<file path="config.mk">
export PLATFORM = sky130hd
export DESIGN_NAME = scom_bridge
export DESIGN_NICKNAME = d
export VERILOG_FILES = /design/src/rtl/scb_pkg.sv /design/src/rtl/scb_addr_fold.sv /design/src/rtl/scb_local_resp.sv /design/src/rtl/scb_status.sv /design/src/rtl/scom_bridge.sv
export SDC_FILE = /design/constraint.sdc
export NUM_CORES = 1
export LEC_CHECK = 0
export ABC_AREA = 0
export CAP_MARGIN = 10
export CORE_AREA = 3 3 135 137
export DETAILED_ROUTE_END_ITERATION = 10
export DIE_AREA = 0 0 138 140
export PLACE_DENSITY = 0.83
export SLEW_MARGIN = 20
export SYNTH_ARGS = -nofsm -noshare
export SYNTH_HDL_FRONTEND = slang
export SYNTH_HIERARCHICAL = 1
export SYNTH_SLANG_ARGS = --single-unit
</file>
<file path="constraint.sdc">
create_clock -name clk -period 8.8 [get_ports clk]
set_clock_uncertainty 0.2 [all_clocks]
set_input_delay 1.32 -clock clk [delete_from_list [all_inputs] [get_ports clk]]
set_output_delay 1.32 -clock clk [all_outputs]
set_load 0.1 [all_outputs]
</file>
<file path="src/rtl/scb_pkg.sv">
package scb_pkg;
  typedef enum logic [1:0] {ST_IDLE, ST_WAIT, ST_DONE} scb_state_e;

  localparam logic [31:0] IX_CHIP_ID   = 32'h000F_000F;
  localparam logic [31:0] IX_RGN_A_BAS = 32'h0501_2B00;
  localparam logic [31:0] IX_RGN_B_BAS = 32'h0501_2B02;
  localparam logic [31:0] IX_RGN_A_SZ  = 32'h0501_2B04;
  localparam logic [31:0] IX_RGN_B_SZ  = 32'h0501_2B06;

  // indexes that read as zero and swallow writes
  function automatic logic is_quiet_idx(input logic [31:0] ix);
    case (ix)
      32'h0009_0012, 32'h0009_0013, 32'h0009_0018,
      32'h000F_0033, 32'h000F_0034,
      32'h0101_0C00, 32'h0101_0C03: return 1'b1;
      default: return 1'b0;
    endcase
  endfunction
endpackage

</file>
<file path="src/rtl/scb_addr_fold.sv">
module scb_addr_fold #(
  parameter int ADDR_W   = 40,
  parameter int WIN_BITS = 32,
  localparam int IDX_W   = WIN_BITS - 3
) (
  input  logic [ADDR_W-1:0] addr_i,
  input  logic              legacy_i,
  output logic [IDX_W-1:0]  idx_o
);
  function automatic logic [IDX_W-1:0] fold_idx(input logic [ADDR_W-1:0] a, input logic leg);
    logic [WIN_BITS-1:0] w;
    w = a[WIN_BITS-1:0];               // window mask
    if (leg) return {1'b0, w[WIN_BITS-1:8], w[6:3]};
    else     return w[WIN_BITS-1:3];
  endfunction

  assign idx_o = fold_idx(addr_i, legacy_i);
endmodule

</file>
<file path="src/rtl/scb_local_resp.sv">
module scb_local_resp
  import scb_pkg::*;
#(
  parameter int          IDX_W         = 29,
  parameter logic [63:0] CHIP_ID       = 64'h1200_04A6_0000_0049,
  parameter logic [63:0] REGION_A_BASE = 64'h0000_0800_0000_0000,
  parameter logic [63:0] REGION_A_SIZE = 64'h0000_0000_003F_FFFF,
  parameter logic [63:0] REGION_B_BASE = 64'h0000_0800_0040_0000,
  parameter logic [63:0] REGION_B_SIZE = 64'h0000_0000_007F_FFFF
) (
  input  logic [IDX_W-1:0] idx_i,
  input  logic             write_i,
  output logic             hit_o,
  output logic [63:0]      rdata_o
);
  logic [31:0] ix;
  logic        rd_hit;
  logic        wr_hit;

  assign ix = 32'(idx_i);

  always_comb begin
    rd_hit  = 1'b1;
    rdata_o = '0;
    case (ix)
      IX_CHIP_ID:   rdata_o = CHIP_ID;
      IX_RGN_A_BAS: rdata_o = REGION_A_BASE;
      IX_RGN_A_SZ:  rdata_o = REGION_A_SIZE;
      IX_RGN_B_BAS: rdata_o = REGION_B_BASE;
      IX_RGN_B_SZ:  rdata_o = REGION_B_SIZE;
      default:      rd_hit  = is_quiet_idx(ix);
    endcase
  end

  // region words are read-only locally; their writes travel downstream
  assign wr_hit = (ix == IX_CHIP_ID) || is_quiet_idx(ix);
  assign hit_o  = write_i ? wr_hit : rd_hit;
endmodule

</file>
<file path="src/rtl/scb_status.sv">
module scb_status (
  input  logic       clk,
  input  logic       rst_n,
  input  logic       set_done_i,
  input  logic       set_fail_i,
  input  logic       clr_wr_i,
  input  logic [1:0] clr_mask_i,
  output logic       done_o,
  output logic       fail_o
);
  logic clr_done, clr_fail;
  assign clr_done = clr_wr_i & clr_mask_i[0];
  assign clr_fail = clr_wr_i & clr_mask_i[1];

  always_ff @(posedge clk) begin
    if (!rst_n) begin
      done_o <= 1'b0;
      fail_o <= 1'b0;
    end else begin
      done_o <= set_done_i | (done_o & ~clr_done);
      fail_o <= set_fail_i | (fail_o & ~clr_fail);
    end
  end
endmodule

</file>
<file path="src/rtl/scom_bridge.sv">
module scom_bridge
  import scb_pkg::*;
#(
  parameter int          ADDR_W        = 40,
  parameter int          WIN_BITS      = 32,
  parameter int          TIMEOUT_CYC   = 64,
  parameter logic [63:0] CHIP_ID       = 64'h1200_04A6_0000_0049,
  parameter logic [63:0] REGION_A_BASE = 64'h0000_0800_0000_0000,
  parameter logic [63:0] REGION_A_SIZE = 64'h0000_0000_003F_FFFF,
  parameter logic [63:0] REGION_B_BASE = 64'h0000_0800_0040_0000,
  parameter logic [63:0] REGION_B_SIZE = 64'h0000_0000_007F_FFFF,
  localparam int IDX_W = WIN_BITS - 3,
  localparam int CNT_W = $clog2(TIMEOUT_CYC + 1)
) (
  input  logic                clk,
  input  logic                rst_n,
  input  logic                legacy_mode,
  input  logic                h_valid,
  input  logic                h_write,
  input  logic [ADDR_W-1:0]   h_addr,
  input  logic [63:0]         h_wdata,
  output logic                h_ready,
  output logic [63:0]         h_rdata,
  output logic                d_req,
  output logic                d_write,
  output logic [WIN_BITS-1:0] d_addr,
  output logic [63:0]         d_wdata,
  input  logic                d_ack,
  input  logic                d_err,
  input  logic [63:0]         d_rdata,
  input  logic                st_clr_wr,
  input  logic [1:0]          st_clr_mask,
  output logic                st_done,
  output logic                st_fail
);
  scb_state_e       state;
  logic [IDX_W-1:0] in_idx, cur_idx;
  logic             cur_wr;
  logic [63:0]      cur_wdata, rdata_q, loc_data;
  logic             fail_q, loc_hit;
  logic [CNT_W-1:0] wait_cnt;

  // named events
  logic accept_evt, misalign_evt, local_evt, fwd_evt, resp_evt, timeout_evt, finish_evt;

  scb_addr_fold #(.ADDR_W(ADDR_W), .WIN_BITS(WIN_BITS)) u_fold (
    .addr_i(h_addr), .legacy_i(legacy_mode), .idx_o(in_idx)
  );

  scb_local_resp #(
    .IDX_W(IDX_W), .CHIP_ID(CHIP_ID),
    .REGION_A_BASE(REGION_A_BASE), .REGION_A_SIZE(REGION_A_SIZE),
    .REGION_B_BASE(REGION_B_BASE), .REGION_B_SIZE(REGION_B_SIZE)
  ) u_local (
    .idx_i(in_idx), .write_i(h_write), .hit_o(loc_hit), .rdata_o(loc_data)
  );

  assign accept_evt   = (state == ST_IDLE) && h_valid;
  assign misalign_evt = accept_evt && (h_addr[2:0] != 3'b000);
  assign local_evt    = accept_evt && !misalign_evt && loc_hit;
  assign fwd_evt      = accept_evt && !misalign_evt && !loc_hit;
  assign resp_evt     = (state == ST_WAIT) && (d_ack || d_err);
  assign timeout_evt  = (state == ST_WAIT) && !(d_ack || d_err)
                        && (wait_cnt == CNT_W'(TIMEOUT_CYC - 1));
  assign finish_evt   = (state == ST_DONE);

  always_ff @(posedge clk) begin
    if (!rst_n) begin
      state     <= ST_IDLE;
      cur_idx   <= '0;
      cur_wr    <= 1'b0;
      cur_wdata <= '0;
      rdata_q   <= '0;
      fail_q    <= 1'b0;
      wait_cnt  <= '0;
    end else begin
      unique case (state)
        ST_IDLE: begin
          if (misalign_evt) begin
            rdata_q <= '0;
            fail_q  <= 1'b1;
            state   <= ST_DONE;
          end else if (local_evt) begin
            rdata_q <= h_write ? 64'd0 : loc_data;
            fail_q  <= 1'b0;
            state   <= ST_DONE;
          end else if (fwd_evt) begin
            cur_idx   <= in_idx;
            cur_wr    <= h_write;
            cur_wdata <= h_wdata;
            wait_cnt  <= '0;
            state     <= ST_WAIT;
          end
        end
        ST_WAIT: begin
          if (resp_evt) begin
            rdata_q <= (d_err || cur_wr) ? 64'd0 : d_rdata;
            fail_q  <= d_err;
            state   <= ST_DONE;
          end else if (timeout_evt) begin
            rdata_q <= '0;
            fail_q  <= 1'b1;
            state   <= ST_DONE;
          end else begin
            wait_cnt <= wait_cnt + 1'b1;
          end
        end
        ST_DONE: state <= ST_IDLE;
        default: state <= ST_IDLE;
      endcase
    end
  end

  assign h_ready = finish_evt;
  assign h_rdata = rdata_q;
  assign d_req   = (state == ST_WAIT);
  assign d_write = cur_wr;
  assign d_addr  = {cur_idx, 3'b000};
  assign d_wdata = cur_wdata;

  scb_status u_status (
    .clk(clk), .rst_n(rst_n),
    .set_done_i(finish_evt), .set_fail_i(finish_evt && fail_q),
    .clr_wr_i(st_clr_wr), .clr_mask_i(st_clr_mask),
    .done_o(st_done), .fail_o(st_fail)
  );
endmodule

</file>
# Word-level counts from Yosys, hierarchy flattened

Cells that the tools add are included.

Flip-flop bits (word level): 170
Input port bits: 178
Output and inout port bits: 165
Word-level logic and storage cells: 96

$add $sub $neg: 1
Eq/ne operators: 23
Mux-type cells: 29
Bitwise gates (word level): 10
Reduce and logical (&&, ||, !) cells: 24

Operator list:

| kind                 | count |
|---|---|
| $mux 64              | 6 |
| $pmux 61 s5          | 1 |
| $eq 29x20->1 const B | 6 |
| $pmux 64 s2          | 1 |
| $eq 29x27->1 const B | 4 |
| $eq 29x25->1 const B | 2 |
| $mux 7               | 5 |
| $mux 29              | 1 |
| $pmux 7 s2           | 1 |
| $mux 2               | 5 |
| $ne 2x2->1 const B   | 5 |
| $logic_and 1x1->1    | 9 |
| $add 7x1->7 const B  | 1 |
| $eq 7x6->1 const B   | 1 |
| $mux 1               | 7 |
| $reduce_or 7->1      | 1 |
| $reduce_and 6->1     | 1 |
| $reduce_or 5->1      | 1 |
| $and 1x1->1          | 4 |
| $ne 4x4->1 const B   | 1 |
| $not 1->1            | 4 |
| $pmux 2 s2           | 1 |
| $reduce_and 4->1     | 1 |
| $logic_not 1->1      | 3 |
| other kinds (12)     | 15 |

# Depth between registers and ports, before layout

Gate-level depths: netlist (run 1).

Word-level depth: 12
Depth in mapped cells: 15
Gate-level depth less buffers: 11

# By module

The synthesis (run 1) kept the hierarchy.

Modules (own cells, without submodules):

| module         | times used | cells an instance | area each (um2) |
|---|---|---|---|
| scom_bridge    | 1          | 780               | 6593.8 |
| scb_local_resp | 1          | 101               | 708.2 |
| scb_addr_fold  | 1          | 32                | 429.2 |
| scb_status     | 1          | 8                 | 70.1 |

# Least setup slack after synthesis (run 1)

Ideal clock, no wire load.

Path type: input -> register
Start point: input port legacy_mode
End point: register cur_wdata[10], in the netlist d_wdata[10]
Arrival: 3.865 ns
Required time: 8.530 ns
Slack: 4.665 ns
Stages on the path: 15
Path buffers: 4
Path through: buf_6 buf_12 mux2_4 nand4b_1 or3_1 nor4b_1 nor3_1 o22a_1 o22ai_2 nor4_2 nand3_1 buf_2 clkbuf_1 nand2_1 a21oi_1

Word-level cells in the longest chain between the ends: 9
Elaborated cells on any way between the ends: 24
Those cells by class: eq/ne: 12; mux: 4; bitwise: 1; reduce/logical: 7

RTL lines:

| item                                                 | line                                       | text |
|---|---|---|
| start, declared                                      | scom_bridge.sv:17                          | `input logic legacy_mode,` |
| $mux 29 *                                            | scb_addr_fold.sv:13                        | `if (leg) return {1'b0, w[WIN_BITS-1:8], w[6:3]};` |
| net in_idx[16]                                       | scom_bridge.sv:37                          | `logic [IDX_W-1:0] in_idx, cur_idx;` |
| $eq 29x20->1 or $eq 29x25->1 (tied branches)         | scb_pkg.sv:12                              | `case (ix)` |
| $reduce_or 7->1                                      | scb_pkg.sv:12                              |  |
| $mux 1                                               | scb_pkg.sv:12                              |  |
| $mux 1 or $logic_or 1x1->1 (tied branches)           | scb_local_resp.sv:25, scb_local_resp.sv:36 |  |
| $mux 1 *                                             | scb_local_resp.sv:37                       | `assign hit_o = write_i ? wr_hit : rd_hit;` |
| net loc_hit                                          | scom_bridge.sv:40                          | `logic fail_q, loc_hit;` |
| $logic_not 1->1 or $logic_and 1x1->1 (tied branches) | scom_bridge.sv:61, scom_bridge.sv:60       |  |
| $logic_and 1x1->1 or $not 1->1 (tied branches)       | n/a                                        |  |
| $reduce_and 4->1 (no line) *                         | n/a                                        |  |
| end signal, assigned                                 | scom_bridge.sv:90                          | `cur_wdata <= h_wdata;` |
| end, declared                                        | scom_bridge.sv:39                          | `logic [63:0] cur_wdata, rdata_q, loc_data;` |

Mark *: on every way through the listed nets, which the timed path passes. The rest lies on a longest branch.
A chain may end at the register's enable or synchronous reset.

# Worst setup path after layout (run 1)

Start point: input port legacy_mode
End point: register cur_idx[22]

Word-level cells in the longest chain between the ends: 9
Elaborated cells on any way between the ends: 24
Those cells by class: eq/ne: 12; mux: 4; bitwise: 1; reduce/logical: 7

RTL lines:

| item                                                 | line                                       | text |
|---|---|---|
| $mux 29 *                                            | scb_addr_fold.sv:13                        |  |
| net in_idx[5]                                        | scom_bridge.sv:37                          |  |
| $eq 29x20->1 or $eq 29x25->1 (tied branches)         | scb_pkg.sv:12                              |  |
| $reduce_or 7->1                                      | scb_pkg.sv:12                              |  |
| $mux 1                                               | scb_pkg.sv:12                              |  |
| $mux 1 or $logic_or 1x1->1 (tied branches)           | scb_local_resp.sv:25, scb_local_resp.sv:36 |  |
| $mux 1 *                                             | scb_local_resp.sv:37                       |  |
| net loc_hit                                          | scom_bridge.sv:40                          |  |
| $logic_not 1->1 or $logic_and 1x1->1 (tied branches) | scom_bridge.sv:61, scom_bridge.sv:60       |  |
| $logic_and 1x1->1 or $not 1->1 (tied branches)       | n/a                                        |  |
| $reduce_and 4->1 (no line) *                         | n/a                                        |  |
| end signal, assigned                                 | scom_bridge.sv:88                          | `cur_idx <= in_idx;` |
| end, declared                                        | scom_bridge.sv:37                          |  |

Marks and branches as above.

==> run metrics, run 1 <==
status finished clean; number of port buffers about 330; Min-Delay Endpoint d_wdata[43]; Max Transition Viols Final 0; clk_lat worst skew 0.42 ns; share of cells above drive strength 1 under 10%; critical path's slowest cell nand3_4; clk sinks 170; area grow syn2layout 45.5%; cells after synthesis 921; crit path from legacy_mode; Crit Path Max Fanout 50; Post-Syn Area 7800 sq um; Final Instance Count excl. Fillers 1413; Hold Buf Count CTS 0; Post-Route WL approximately 24 mm; number of detailed-route iterations in the first pass 8; IO Pins 343; Final Critical Period 5.43 ns; initial detailed-routing violation count 508; Reg-to-Reg End h_rdata[45]; Switching Fraction between 30 and 40%; power share of the combinational group between 20% and 30%; Yosys warning count 6; initial core utilization 45.4%; FFs w/ async S/R, synth 0%; RR Startpoint wait_cnt[0]; CTS Buffer Depth 2; antenna-violating nets left 0; Residual DRC 0; critical path's largest stage delay about 0.63 ns; EDFF count, synth 0; gr usage total ~24%; Resized cells post-CTS 0; Crit path top cell by count buf_4; vias in the first global route ~7300; sequential power share 38.9%; H-tree Lvls 4; Final Setup Violations 0; Lkg Pwr 3.99 nW; Post-synth top flop dfxtp_1; dpl hpwl 16.9 mm; placed instance area 10800 sq um; Via density between 5 and 6; clock root cell clkbuf_16; total negative slack 0 ns; Switching Power 0.711 mW; maximum number of pins on one net before global-route repair 99; full die area roughly 19000 sq um; min-delay src d_wdata[43]; most frequent cells in the layout 330 x clkdlybuf4s50_1, 198 x nand2_1, 170 x dfxtp_1; core area between 15000 and 20000 sq um; die span in x around 140 microns; grt total ovfl 0; max cap viols 0; Seq/Total Area, Yosys 43.6%; cell family with the largest share of critical-path delay simple AND/OR/NAND/NOR gates; TritonCTS Buffers 17; mean area per synthesized cell 8.47 sq um; Layout Cell Area excl Fill 11400 sq um; TritonCTS clock tree yes; WL/cell between 15 and 20 microns; Post CTS Setup Buffer Count 0; Critical Path RT 8.85 ns; global-route wire length before repair 38.9 mm; reg2reg setup slack 6.10 ns; Min Hold Slack around 0.25 ns; total internal power 1.40 mW; CTS clk-pin slew, worst paths 0.06 ns; antenna cells 0; Placer Congestion roughly 0.80; Hold/Removal Path Class reg2reg; nature of the critical path endpoint flop; fin crit share 61.7%; Seq cells post-synth between 150 and 200; Worst Tran Pin Value ~1.1 ns; Chip Height 140 microns; placed cell count 1383; VDD IR max between 0.0001 and 0.00015 V; CP Class in2reg; CP cell instances clkdlybuf4s50_1 -> buf_4 -> mux2_2 -> nor2b_1 -> a41oi_1 -> nor4b_1 -> nor3_1 -> o22a_1 -> o22ai_2 -> nor4_2 -> nand3_4 -> buf_4 -> nand2_1 -> a21oi_1; final hold viol count 0; initial antenna violation count 0; Final #Nets around 1400; vias 7503; hold depth 2; length in cells of the worst reg-to-reg path 6; # rows 48; post-layout util 66.1%; most common cell after layout, fill and taps aside clkdlybuf4s50_1; max frequency 184 MHz; relative slew slack 27.3%; unrepaired setup endpoints after global routing false; startpoint types input port; Clock power frac 35.4%; Power Density 186 nW/um^2; Crit path arrival time 5.48 ns; Netlist cell types 53; CP bufs+invs 3
[worst register-to-register path, cell delays in order, from the launching register on]
cell,delay (ns)
dfxtp_1,0.37
ha_1,0.20
nand3_1,0.22
nor4_4,0.29
or2_2,0.78
buf_4,0.41
a21oi_1,0.12
[synthesized netlist by cell type (2+ instances only)]
cell        n  area, sq um
nand2_1   198          743
dfxtp_1   170         3400
a21oi_1   163          816
buf_4      67          503
o31ai_1    65          488
a22oi_1    64          480
clkbuf_1   46          173
buf_2      19         95.1
mux2_4     19          285
nand3_1    12         60.1
nor2_1     12         45.0
buf_6       7         78.8
nor3_1      6         30.0
mux2_2      5         56.3
nor4_1      5         31.3
inv_1       4         15.0
and2_1      3         18.8
nand4_1     3         18.8
nor2b_1     3         18.8
o21ai_0     3         15.0
o221a_2     3         33.8
or2_2       3         18.8
or3_1       3         18.8
a31oi_1     2         12.5
buf_12      2         40.0
conb_1      2         7.51
inv_2       2         7.51
nor3_2      2         20.0
nor4_2      2         25.0
o21ai_1     2         10.0
o22ai_2     2         25.0
[final cells by class]
cell class	instances	area, sq um
Clock buffer	18	439
Clock inverter	12	139
Fill cell	1452	5820
Inverter	6	22.5
Multi-Input combinational cell	638	3660
Sequential cell	170	3400
Tap cell	225	282
Timing Repair Buffer	344	3410
[per-layer routing]
metal | global-route usage [%] | share of wire, % | up-vias
li1 | - | - | 3674
met1 | 29.8 | 41 | 3506
met2 | 40.0 | 48 | 266
met3 | 7.68 | 6.9 | 57
met4 | 9.88 | 3.8 | 0
met5 | 0 | 0 | -
[kinds of logic (layout without fill, tap and decap cells)]
kind of cell,count (synthesis),in the layout,synth area share [%]
other,2,36,0.0963
AND/OR/NAND/NOR,264,264,14.7
buffers and inverters,147,380,11.7
multiplexers,24,24,4.38
flip-flops,170,170,43.6
AO/OA/AOI/OAI,312,312,25.2
adder cells (fa/ha/maj),1,1,0.160
XOR/XNOR,1,1,0.112
[power by group through the flow]
stage / sequential [mW] / combinational (mW) / clock [mW]
floorplan: 1.08 / 0.139 / 0
global placement: 0.838 / 0.537 / 0
detailed placement: 0.839 / 0.541 / 0
CTS: 0.822 / 0.543 / 0.764
global route: 0.826 / 0.564 / 0.793
finish: 0.822 / 0.542 / 0.748
[state kept, by name, summed over array words and instances, names as in the netlist]
signal and count:
u_status/fail_o 1, h_rdata 64, u_status/done_o 1, state 2
fail_q 1, wait_cnt 7, cur_idx 29, d_wdata 64
d_write 1
[worst max path at each step]
| stage | to | slack (ns) | cells past startpoint |
|---|---|---|---|
| after floorplan | d_wdata[10] | 4.66 | 15 |
| after global placement | wait_cnt[0] | 2.96 | 14 |
| after detailed placement | wait_cnt[0] | 2.90 | 14 |
| after CTS | cur_idx[22] | 3.31 | 14 |
| after global routing | cur_idx[22] | 2.99 | 14 |
| final | cur_idx[22] | 3.37 | 14 |
[per-stage QoR]
step,power [mW],setup WS (ns)
global placement,1.37,2.96
global route,2.18,2.99
floorplan,1.22,4.66
detailed placement,1.38,2.90
finish,2.11,3.37
CTS,2.13,3.31
Note: power is estimated with default switching activity, not from simulation.
==> run 2, diff against run 1 <==
Settings changed: CORE_AREA 3 3 135 137 to 3 3 139 141, DIE_AREA 0 0 138 140 to 0 0 142 144, PLACE_DENSITY 0.83 to 0.79.
Clock period 8.8 ns to 5.3 ns, I/O delays scaled along.
==> run metrics, run 2 (synthesized netlist as in run 1, its figures left out) <==
status finished clean; nature of the critical path endpoint flop; Reg-to-Reg End h_rdata[23]; clk sinks 170; Lkg Pwr 4.03 nW; share of cells above drive strength 1 under 10%; VDD IR max around 0.00023 V; startpoint types input port; total internal power ~2.3 mW; max frequency ~220 MHz; number of detailed-route iterations in the first pass 5; Hold Buf Count CTS 0; power share of the combinational group 25.5%; Critical Path RT 5.41 ns; Layout Cell Area excl Fill 11500 sq um; placed instance area 10900 sq um; crit path from legacy_mode; H-tree Lvls 4; antenna-violating nets left 0; number of port buffers 331; fin crit share 84.4%; full die area 20400 sq um; Switching Power 1.22 mW; unrepaired setup endpoints after global routing false; clock root cell clkbuf_16; Final Setup Violations 0; area grow syn2layout 47.1%; Top Layer Used met4; most common cell after layout, fill and taps aside clkdlybuf4s50_1; final hold viol count 0; Final Critical Period 4.47 ns; WL/cell 17.3 microns; vias 7485; sequential power share 38.3%; DR WL met3 between 2 and 2.5 mm; Via density 5.26; Placer Congestion 0.802; most frequent cells in the layout 330 x clkdlybuf4s50_1, 198 x nand2_1, 170 x dfxtp_1; crit path to wait_cnt[4]; Residual DRC 0; dpl hpwl around 17 mm; initial antenna violation count 0; vias in the first global route 6964; total negative slack 0 ns; Max Transition Viols Final 0; max cap viols 0; gr usage total around 22%; maximum number of pins on one net before global-route repair 95; CTS clk-pin slew, worst paths 0.07 ns; Post CTS Setup Buffer Count 0; initial detailed-routing violation count around 430; grt total ovfl 0; initial core utilization 43.1%; CTS Buffer Depth 2; WL met1 between 10 and 15 mm; metal2 WL 12.0 mm; Min Hold Slack 0.254 ns; Chip Height 144 microns; min-delay src d_wdata[49]; die span in x 142 microns; length in cells of the worst reg-to-reg path 7; Power Density approximately 310 nW/um^2; core area 18100 sq um; antenna cells 0; TritonCTS Buffers 17; CP Class in2reg; Worst Tran Pin Value 1.09 ns; Crit Path Max Fanout 34; Switching Fraction 34.4%; TritonCTS clock tree yes; global-route wire length before repair 37.2 mm; Post-Route WL 24.6 mm; # rows 49; relative slew slack a little over a quarter; IO Pins 343; Clock power frac 36.2%; clk_lat worst skew roughly 0.42 ns; RR Startpoint wait_cnt[0]; Crit path arrival time 4.58 ns; Hold/Removal Path Class reg2reg; reg2reg setup slack around 2.4 ns; Resized cells post-CTS 0; Final #Nets 1359
run 2: routing by layer:
| layer | vias to the layer above | track usage, % |
|---|---|---|
| li1 | 3691 | - |
| met2 | 281 | 36.7 |
| met1 | 3483 | 27.9 |
| met5 | - | 0 |
| met3 | 30 | 8.37 |
| met4 | 0 | 6.16 |
run 2: worst min-delay path by stage:
stage               cells after the start  slack (ns)          end
floorplan                               2        0.23  wait_cnt[6]
global placement                        2        0.24  d_wdata[30]
detailed placement                      2        0.25  d_wdata[61]
CTS                                     2        0.26  cur_idx[19]
global route                            2        0.27  d_wdata[37]
finish                                  2        0.25  d_wdata[49]
run 2: area by class of cell:
cell class | count | area, sq um
tap | 229 | 287
inverter | 6 | 22.5
clock inverter | 15 | 185
timing repair buffer | 347 | 3490
fill | 1500 | 6610
sequential | 170 | 3400
clock buffer | 17 | 425
multi-input combinational | 638 | 3660
run 2: per-stage QoR:
step | util (%) | power [mW] | cells | setup WS (ns)
final | 63.4 | 3.56 | 1422 | 0.826
after global routing | 63.4 | 3.68 | 1422 | 0.587
after floorplan | - | 2.03 | 955 | 1.69
after global placement | 60.1 | 2.29 | 1390 | 0.478
after detailed placement | 60.1 | 2.30 | 1390 | 0.423
after CTS | 63.4 | 3.58 | 1422 | 0.865
run 2: critical path: stages:
cell and delay (ns):
clkdlybuf4s50_1 0.66, buf_12 0.23, mux2_4 0.35, and3_2 0.21
nand3_1 0.13, a2111oi_0 0.08, nor3_1 0.18, o22a_1 0.19
o22ai_2 0.11, nor4_2 0.55, nand3_4 0.52, and2_1 0.35
o221a_2 0.23
run 2: power groups by stage:
| stage | sequential (mW) | combinational [mW] | clock (mW) |
|---|---|---|---|
| 3_5_place_dp | 1.39 | 0.906 | 0 |
| 5_1_grt | 1.37 | 0.944 | 1.37 |
| 2_1_floorplan | 1.80 | 0.231 | 0 |
| 3_3_place_gp | 1.39 | 0.900 | 0 |
| 4_1_cts | 1.36 | 0.909 | 1.31 |
| 6_report | 1.36 | 0.907 | 1.29 |
